**src/rtl/wmt_pkg.sv**
```systemverilog
package wmt_pkg;

  typedef enum logic {
    LANE_EARLY = 1'b0,
    LANE_LATE  = 1'b1
  } lane_e;

  // saturating add used for the fill tracker
  function automatic int unsigned sat_add(input int unsigned cur,
                                          input int unsigned inc,
                                          input int unsigned cap);
    int unsigned sum;
    sum = cur + inc;
    return (sum > cap) ? cap : sum;
  endfunction

endpackage

```
**src/rtl/wmt_limit_chain.sv**
```systemverilog
module wmt_limit_chain #(
  parameter int K = 8,
  parameter int W = 12
) (
  input  logic                clk,
  input  logic                rst_n,
  input  logic                cfg_valid_i,
  input  logic [W-1:0]        up_i,
  input  logic [W-1:0]        lo_i,
  output logic                done_o,
  output logic [K-1:0][W-1:0] lim_up_o,
  output logic [K-1:0][W-1:0] lim_lo_o
);

  logic valid_q;
  logic wr_accept;

  // write qualifies only on the rising edge of the strobe
  assign wr_accept = cfg_valid_i & ~valid_q;

  always_ff @(posedge clk or negedge rst_n) begin
    if (!rst_n) begin
      valid_q  <= 1'b0;
      done_o   <= 1'b0;
      lim_up_o <= '0;
      lim_lo_o <= '0;
    end else begin
      valid_q <= cfg_valid_i;
      done_o  <= wr_accept;
      if (wr_accept) begin
        lim_up_o[0] <= up_i;
        lim_lo_o[0] <= lo_i;
        for (int i = 1; i < K; i++) begin
          lim_up_o[i] <= lim_up_o[i-1];
          lim_lo_o[i] <= lim_lo_o[i-1];
        end
      end
    end
  end

  assert_done_after_write_R3: assert property (@(posedge clk) disable iff (!rst_n)
    wr_accept |=> done_o);

  assert_done_single_R3: assert property (@(posedge clk) disable iff (!rst_n)
    done_o |=> !done_o);

  assert_limits_static_R5: assert property (@(posedge clk) disable iff (!rst_n)
    !wr_accept |=> ($stable(lim_up_o) && $stable(lim_lo_o)));

endmodule

```
**src/rtl/wmt_sample_hist.sv**
```systemverilog
module wmt_sample_hist #(
  parameter int K  = 8,
  parameter int W  = 12,
  parameter int FW = 4
) (
  input  logic              clk,
  input  logic              rst_n,
  input  logic              en_i,
  input  logic              valid_i,
  input  logic [W-1:0]      early_max_i,
  input  logic [W-1:0]      early_min_i,
  input  logic [W-1:0]      late_max_i,
  input  logic [W-1:0]      late_min_i,
  output logic [K:0][W-1:0] h_max_o,
  output logic [K:0][W-1:0] h_min_o,
  output logic [FW-1:0]     fill_o,
  output logic              fresh_o
);
  import wmt_pkg::*;

  localparam int unsigned DEPTH = K + 1;

  always_ff @(posedge clk or negedge rst_n) begin
    if (!rst_n) begin
      h_max_o <= '0;
      h_min_o <= '0;
      fill_o  <= '0;
      fresh_o <= 1'b0;
    end else begin
      fresh_o <= valid_i;
      if (valid_i) begin
        h_max_o[0] <= late_max_i;
        h_min_o[0] <= late_min_i;
        h_max_o[1] <= early_max_i;
        h_min_o[1] <= early_min_i;
        for (int i = 2; i <= K; i++) begin
          h_max_o[i] <= h_max_o[i-2];
          h_min_o[i] <= h_min_o[i-2];
        end
      end
      if (!en_i)
        fill_o <= '0;
      else if (valid_i)
        fill_o <= FW'(sat_add(int'(fill_o), 2, DEPTH));
    end
  end

  assert_hist_static_R5: assert property (@(posedge clk) disable iff (!rst_n)
    !valid_i |=> ($stable(h_max_o) && $stable(h_min_o)));

  assert_fill_cleared_R10: assert property (@(posedge clk) disable iff (!rst_n)
    !en_i |=> (fill_o == '0));

endmodule

```
**src/rtl/wmt_match_array.sv**
```systemverilog
module wmt_match_array #(
  parameter int K  = 8,
  parameter int W  = 12,
  parameter int FW = 4
) (
  input  logic [K:0][W-1:0]   h_max_i,
  input  logic [K:0][W-1:0]   h_min_i,
  input  logic [K-1:0][W-1:0] lim_up_i,
  input  logic [K-1:0][W-1:0] lim_lo_i,
  input  logic [FW-1:0]       fill_i,
  input  logic                fresh_i,
  output logic                match_late_o,
  output logic                match_early_o
);

  // strict keep-in test on signed values
  function automatic logic keep_in(input logic [W-1:0] mx, input logic [W-1:0] mn,
                                   input logic [W-1:0] up, input logic [W-1:0] lo);
    return ($signed(mx) < $signed(up)) && ($signed(mn) > $signed(lo));
  endfunction

  logic [K-1:0] ok_late;
  logic [K-1:0] ok_early;

  // two comparators per limit position: one per window alignment
  for (genvar j = 0; j < K; j++) begin : g_pos
    assign ok_late[j]  = keep_in(h_max_i[j], h_min_i[j], lim_up_i[j], lim_lo_i[j])
                         && (int'(fill_i) > j);
    assign ok_early[j] = keep_in(h_max_i[j+1], h_min_i[j+1], lim_up_i[j], lim_lo_i[j])
                         && (int'(fill_i) > j + 1);
  end

  assign match_late_o  = fresh_i & (&ok_late);
  assign match_early_o = fresh_i & (&ok_early);

endmodule

```
**src/rtl/wave_mask_trigger.sv**
```systemverilog
module wave_mask_trigger #(
  parameter int NUM_STAGES = 8,
  parameter int DATA_W     = 12
) (
  input  logic                              clk,
  input  logic                              rst_n,
  input  logic                              en_i,
  input  logic                              cfg_valid_i,
  input  logic [DATA_W-1:0]                 cfg_upper_i,
  input  logic [DATA_W-1:0]                 cfg_lower_i,
  output logic                              cfg_done_o,
  output logic [$clog2(NUM_STAGES+1)-1:0]   stage_count_o,
  input  logic                              smp_valid_i,
  input  logic [DATA_W-1:0]                 smp0_max_i,
  input  logic [DATA_W-1:0]                 smp0_min_i,
  input  logic [DATA_W-1:0]                 smp1_max_i,
  input  logic [DATA_W-1:0]                 smp1_min_i,
  input  logic                              ref_trig_i,
  input  logic                              ref_lane_i,
  output logic                              trig_o,
  output logic                              trig_lane_o
);
  import wmt_pkg::*;

  localparam int CW = $clog2(NUM_STAGES + 1);
  localparam int FW = $clog2(NUM_STAGES + 2);

  logic [NUM_STAGES-1:0][DATA_W-1:0] lim_up;
  logic [NUM_STAGES-1:0][DATA_W-1:0] lim_lo;
  logic [NUM_STAGES:0][DATA_W-1:0]   h_max;
  logic [NUM_STAGES:0][DATA_W-1:0]   h_min;
  logic [FW-1:0]                     fill;
  logic                              fresh;
  logic                              m_late;
  logic                              m_early;
  lane_e                             mask_lane;

  assign stage_count_o = CW'(NUM_STAGES);

  wmt_limit_chain #(.K(NUM_STAGES), .W(DATA_W)) u_limits (
    .clk         (clk),
    .rst_n       (rst_n),
    .cfg_valid_i (cfg_valid_i),
    .up_i        (cfg_upper_i),
    .lo_i        (cfg_lower_i),
    .done_o      (cfg_done_o),
    .lim_up_o    (lim_up),
    .lim_lo_o    (lim_lo)
  );

  wmt_sample_hist #(.K(NUM_STAGES), .W(DATA_W), .FW(FW)) u_hist (
    .clk         (clk),
    .rst_n       (rst_n),
    .en_i        (en_i),
    .valid_i     (smp_valid_i),
    .early_max_i (smp0_max_i),
    .early_min_i (smp0_min_i),
    .late_max_i  (smp1_max_i),
    .late_min_i  (smp1_min_i),
    .h_max_o     (h_max),
    .h_min_o     (h_min),
    .fill_o      (fill),
    .fresh_o     (fresh)
  );

  wmt_match_array #(.K(NUM_STAGES), .W(DATA_W), .FW(FW)) u_match (
    .h_max_i       (h_max),
    .h_min_i       (h_min),
    .lim_up_i      (lim_up),
    .lim_lo_i      (lim_lo),
    .fill_i        (fill),
    .fresh_i       (fresh),
    .match_late_o  (m_late),
    .match_early_o (m_early)
  );

  // earlier lane wins a tie
  assign mask_lane   = m_early ? LANE_EARLY : LANE_LATE;
  assign trig_o      = en_i ? (m_late | m_early) : ref_trig_i;
  assign trig_lane_o = en_i ? logic'(mask_lane) : ref_lane_i;

  assert_no_early_late_R10: assert property (@(posedge clk) disable iff (!rst_n)
    (int'(fill) < NUM_STAGES) |-> !m_late);

  assert_no_early_early_R10: assert property (@(posedge clk) disable iff (!rst_n)
    (int'(fill) < NUM_STAGES + 1) |-> !m_early);

  assert_match_needs_data_R7: assert property (@(posedge clk) disable iff (!rst_n)
    (m_late | m_early) |-> $past(smp_valid_i));

  assert_tie_lane_zero_R9: assert property (@(posedge clk) disable iff (!rst_n)
    (en_i && m_early && m_late) |-> (trig_o && !trig_lane_o));

endmodule

```
**config.mk**
```make
export PLATFORM = sky130hd
export DESIGN_NAME = wave_mask_trigger
export DESIGN_NICKNAME = d
export VERILOG_FILES = /design/src/rtl/wmt_pkg.sv /design/src/rtl/wmt_limit_chain.sv /design/src/rtl/wmt_sample_hist.sv /design/src/rtl/wmt_match_array.sv /design/src/rtl/wave_mask_trigger.sv
export SDC_FILE = /design/constraint.sdc
export NUM_CORES = 1
export LEC_CHECK = 0
export BUFFER_PORTS_ARGS = -buffer_cell sky130_fd_sc_hd__buf_2
export CAP_MARGIN = 40
export CELL_PAD_IN_SITES_DETAIL_PLACEMENT = 1
export CELL_PAD_IN_SITES_GLOBAL_PLACEMENT = 1
export CORE_MARGIN = 8
export CORE_UTILIZATION = 44
export CTS_CLUSTER_SIZE = 16
export DETAILED_ROUTE_END_ITERATION = 8
export PLACE_DENSITY = 0.73
export SLEW_MARGIN = 20
export SYNTH_ARGS = -nofsm -noshare
export SYNTH_HDL_FRONTEND = slang
export SYNTH_SLANG_ARGS = --single-unit
```
**constraint.sdc**
```tcl
create_clock -name clk -period 2.55 [get_ports clk]
set_input_delay 0.255 -clock clk [delete_from_list [all_inputs] [get_ports clk]]
set_output_delay 0.255 -clock clk [all_outputs]
set_load 0.1 [all_outputs]
```
==> results.sh, run 1 <==
export IMPL_gp_congestion=0.933
export IMPL_status="aborted with a tool error"
export IMPL_synthTopCellsByArea="dfrtp_1 (44%), ha_1 (19%), mux2_2 (11%)"
export IMPL_dp_cells=3505
export IMPL_placed_area_um2=29200
export IMPL_avgSynthCellArea_um2=10.6
export IMPL_antenna_found_initial=12
export IMPL_synthCells=2235
export IMPL_synth_cell_type_count=62
export IMPL_grt_total_usage=0.708
export IMPL_htreeDepth=2
export IMPL_root_buffer="clkbuf_16"
export IMPL_initial_utilization=0.443
export IMPL_synth_top_family_by_area="adder cells"
export IMPL_endpoint_type="output port"
export IMPL_ys_ff_latch=415
export IMPL_async_flop_share=1.00
export IMPL_synth_compound_area_frac=0.120
export IMPL_clock_sinks=415
export IMPL_fp_dieW_um=248
export IMPL_row_count=85
export IMPL_post_synth_and_or_nand_nor_area_fraction=0.0919
export IMPL_io_buffer_count=81
export IMPL_grt_overflow=204
export IMPL_synth_cell_area_um2=23700
export IMPL_die_h_um=248
export IMPL_failed_stage="global routing"
export IMPL_grt_max_degree=123
export IMPL_synthAdderAreaFrac=0.195
export IMPL_dp_hpwl_mm=58.8
export IMPL_synth_xor_area_share=0.00184
export IMPL_synth_mux_area_frac=0.110
export IMPL_clock_path_buffers=3
export IMPL_crit_endpoint="trig_o"
export IMPL_tool_error="[ERROR GRT-0232] Routing congestion too high. Check the congestion heatmap in the GUI."
export IMPL_ios=86
export IMPL_synth_top_area_share=0.437
export IMPL_ys_seq_area_frac=0.437
export IMPL_synth_edf_count=0
export IMPL_yosysWarnings=0
export IMPL_cts_buffers=48
export IMPL_synth_ff_type="dfrtp_1"
export IMPL_yosys_area_top_type="dfrtp_1"
==> synthesized netlist by cell type (22+ instances only) <==
cell type / count
dfrtp_1: 415
ha_1: 370
nand2_1: 229
mux2_2: 223
o21ai_0: 223
inv_1: 206
a21oi_1: 92
nand4_1: 64
clkbuf_1: 61
a21o_1: 53
nor2_1: 44
nand2b_1: 23
nor3_1: 22
==> cell families after synthesis <==
logic type / count (synthesis)
compound gates: 476
xor+xnor: 5
fa+ha+maj: 370
buf+inv: 277
flops: 415
mux: 232
other cells: 2
simple gates: 458
==> stage by stage <==
stage          hold WS, ps   util  setup WS, ps
2_1_floorplan        -40.6      -         -91.8
3_3_place_gp           223  0.545          -700
3_5_place_dp           217  0.545          -729
4_1_cts               19.6  0.600         -1250
==> timing repair <==
item                       4_1_cts
setup buffers                   29
pin swaps                       38
hold buffers                    75
resized for setup               67
hold endpoints to repair       138
setup endpoints to repair        2
==> metal layers <==
metal,overflow,global-route usage
met5,1,0.412
met4,102,0.687
met3,14,0.630
met2,83,0.827
met1,4,0.690
==> inputs of run 2 (changes only) <==
- CELL_PAD_IN_SITES_DETAIL_PLACEMENT: 1 -> unset
- CELL_PAD_IN_SITES_GLOBAL_PLACEMENT: 1 -> unset
- CORE_UTILIZATION: 44 -> 29
- CTS_CLUSTER_SIZE: 16 -> unset
- PLACE_DENSITY: 0.73 -> unset
- PLACE_DENSITY_LB_ADDON: unset -> 0.15
==> run 2 against run 1 <==
- the flow now finishes, with violations (setup timing)
- area after synthesis stayed put
- synthesized cell count stayed put
==> results.sh, run 2 <==
export IMPL_clock_path_buffers=3
export IMPL_violations="setup timing"
export IMPL_reg2reg_to="u_limits.lim_up_o[66]"
export IMPL_synthTopCellsByArea="dfrtp_1 (44%), ha_1 (19%), mux2_2 (11%)"
export IMPL_final_common_cell="buf_4"
export IMPL_synth_most_common_cell="dfrtp_1"
export IMPL_skew_ps=16.3
export IMPL_hold_viol_final=0
export IMPL_fp_coreArea_um2=81600
export IMPL_initial_utilization=0.291
export IMPL_yosys_area_top_type="dfrtp_1"
export IMPL_multi_input_area_um2=12800
export IMPL_root_buffer="clkbuf_16"
export IMPL_slew_violations=0
export IMPL_ys_ff_latch=415
export IMPL_ant_nets=0
export IMPL_period_share=1.46
export IMPL_top_regs="u_hist.h_max_o x108, u_hist.h_min_o x108"
export IMPL_drive_gt1_frac=0.352
export IMPL_dp_hpwl_mm=57.7
export IMPL_finalSetupTns_ps=-2270
export IMPL_cp_required_ps=2300
export IMPL_first_global_vias=20400
export IMPL_htreeDepth=2
export IMPL_power_leakage_nw=15.6
export IMPL_placed_area_um2=30000
export IMPL_finalInstanceArea_um2=33000
export IMPL_endpoint_kind="output port"
export IMPL_crit_path_max_fanout=2
export IMPL_fmax_mhz=269
export IMPL_synth_edf_count=0
export IMPL_synthCells=2235
export IMPL_power_density_nw_per_um2=807
export IMPL_slew_headroom=0.549
export IMPL_fin_crit_ps=3720
export IMPL_layout_common_cells="buf_4 (597), dfrtp_1 (414), ha_1 (356), nand2_1 (229), mux2_2 (223)"
export IMPL_num_antenna_cells=0
export IMPL_ys_seq_area_frac=0.437
export IMPL_path_class="reg -> out"
export IMPL_start_kind="flip-flop"
export IMPL_r2r_slack_ps=860
export IMPL_setup_viol=2
export IMPL_via_count=19100
export IMPL_n_fill_cell=7905
export IMPL_seqCellArea_um2=10400
export IMPL_worst_path_largest_cell_delay_ps=470
export IMPL_cts_tree="built"
export IMPL_timing_rr_start="u_limits.valid_q"
export IMPL_dieArea_um2=91300
export IMPL_path_cells="buf_6 -> ha_4 -> o21ai_2 -> a21oi_1 -> or3_4 -> a21oi_4 -> mux2_4 -> a2111oi_4 -> o2111ai_4 -> nand3_4 -> buf_12"
export IMPL_synth_cell_area_um2=23700
export IMPL_ys_top_cells_by_count="dfrtp_1 (415), ha_1 (370), nand2_1 (229)"
export IMPL_worstHoldPathType="in -> reg"
export IMPL_clock_sinks=415
export IMPL_area_growth_synth_to_final_pct=38.9
export IMPL_crit_end="trig_o"
export IMPL_cts_buffers=49
export IMPL_path_clk_slew_ps=60
export IMPL_gp_congestion=0.871
export IMPL_hold_ws_ps=172
export IMPL_antenna_found_initial=3
export IMPL_synth_top_area_share=0.437
export IMPL_vdd_ir_drop_max_uv=428
export IMPL_fp_dieW_um=302
export IMPL_avgViaCountPerCell=4.66
export IMPL_io_buffer_count=81
export IMPL_avgSynthCellArea_um2=10.6
export IMPL_synth_cell_type_count=62
export IMPL_drt_wirelength_per_cell_um=18.3
export IMPL_critPathArrivalTime_ps=3460
export IMPL_async_flop_share=1.00
export IMPL_grt_pass1_wl_mm=118
export IMPL_utilization=0.404
export IMPL_crit_start="u_hist.h_max_o[25]"
export IMPL_reg2reg_depth=5
export IMPL_rsz0062_at_grt="yes"
export IMPL_wl_mm=74.9
export IMPL_row_count=105
export IMPL_yosysWarnings=0
export IMPL_detail_route_first_pass_iterations=5
export IMPL_clock_latency_ps=580
export IMPL_grt_max_degree=62
export IMPL_nNetsFinal=3447
export IMPL_grt_overflow=0
export IMPL_cpMaxStageDelayCell="a2111oi_4"
export IMPL_drc=0
export IMPL_drtIter0Drc=981
export IMPL_synth_ff_type="dfrtp_1"
export IMPL_tightest_slew_ps=671
export IMPL_drv_cap=0
export IMPL_die_h_um=302
export IMPL_grt_total_usage=0.166
export IMPL_fin_ws_ps=-1170
export IMPL_ios=86
export IMPL_status="complete, but fails checks"
run 2: cell counts after synthesis:
No cell type changed its count.
run 2: final cells by class:
| cell class | instances | share of cell area |
|---|---|---|
| tap | 1070 | 0.0406 |
| clock inverter | 7 | 0.00182 |
| multi-input combinational | 1545 | 0.387 |
| timing repair buffer | 781 | 0.186 |
| sequential | 415 | 0.315 |
| inverter | 206 | 0.0234 |
| clock buffer | 78 | 0.0459 |
run 2: critical path, delay by kind of cell, from the launching register on:
family,cells,cell delay [ps]
compound gates,5,1060
simple gates,2,550
flops,1,400
mux,1,350
buf+inv,2,300
fa+ha+maj,1,200
run 2: worst min-delay path by stage:
stage                     cells after the start                    to         from
after global routing                          2    u_hist.h_min_o[48]  smp_valid_i
after detailed placement                      1  u_limits.lim_up_o[0]        rst_n
after global placement                        1     u_hist.h_max_o[0]        rst_n
after CTS                                     3     u_hist.h_min_o[0]  smp_valid_i
final                                         3     u_hist.h_min_o[0]  smp_valid_i
after floorplan                               0      u_hist.fill_o[0]        rst_n
run 2: cell families after synthesis:
family          share of synthesized area
fa+ha+maj                           0.195
flops                               0.437
compound gates                      0.120
xor+xnor                          0.00184
simple gates                       0.0919
buf+inv                            0.0444
other cells                      0.000316
mux                                 0.110
run 2: power by group:
| group | switching [W] | total (W) | internal, W |
|---|---|---|---|
| Sequential | 0.000930 | 0.00876 | 0.00783 |
| Clock | 0.00286 | 0.00699 | 0.00413 |
| Combinational | 0.00518 | 0.0109 | 0.00570 |
| Total | 0.00897 | 0.0266 | 0.0177 |
run 2: stage by stage:
stage                     cells  power (W)  worst slack (ps)
after floorplan            2237     0.0137             -91.8
after global placement     3918     0.0190              -972
after detailed placement   3920     0.0193              -882
after CTS                  4100     0.0268             -1300
after global routing       4102     0.0286             -1270
final                      4102     0.0266             -1170
run 2: timing repair:
action	in CTS	in global routing
pin swaps	27	19
endpoints found under the setup margin	2	2
resized for setup	50	32
setup buffers	22	2
hold endpoints to repair	125	0
hold buffers	75	0
run 2: routing by layer:
layer,up-vias,wire [um],track usage
met1,9155,36800,0.236
met2,327,33100,0.261
met5,-,0,0
met4,0,1850,0.0415
met3,99,3120,0.0255
li1,9517,-,-
Note: power is estimated with default switching activity, not from simulation.
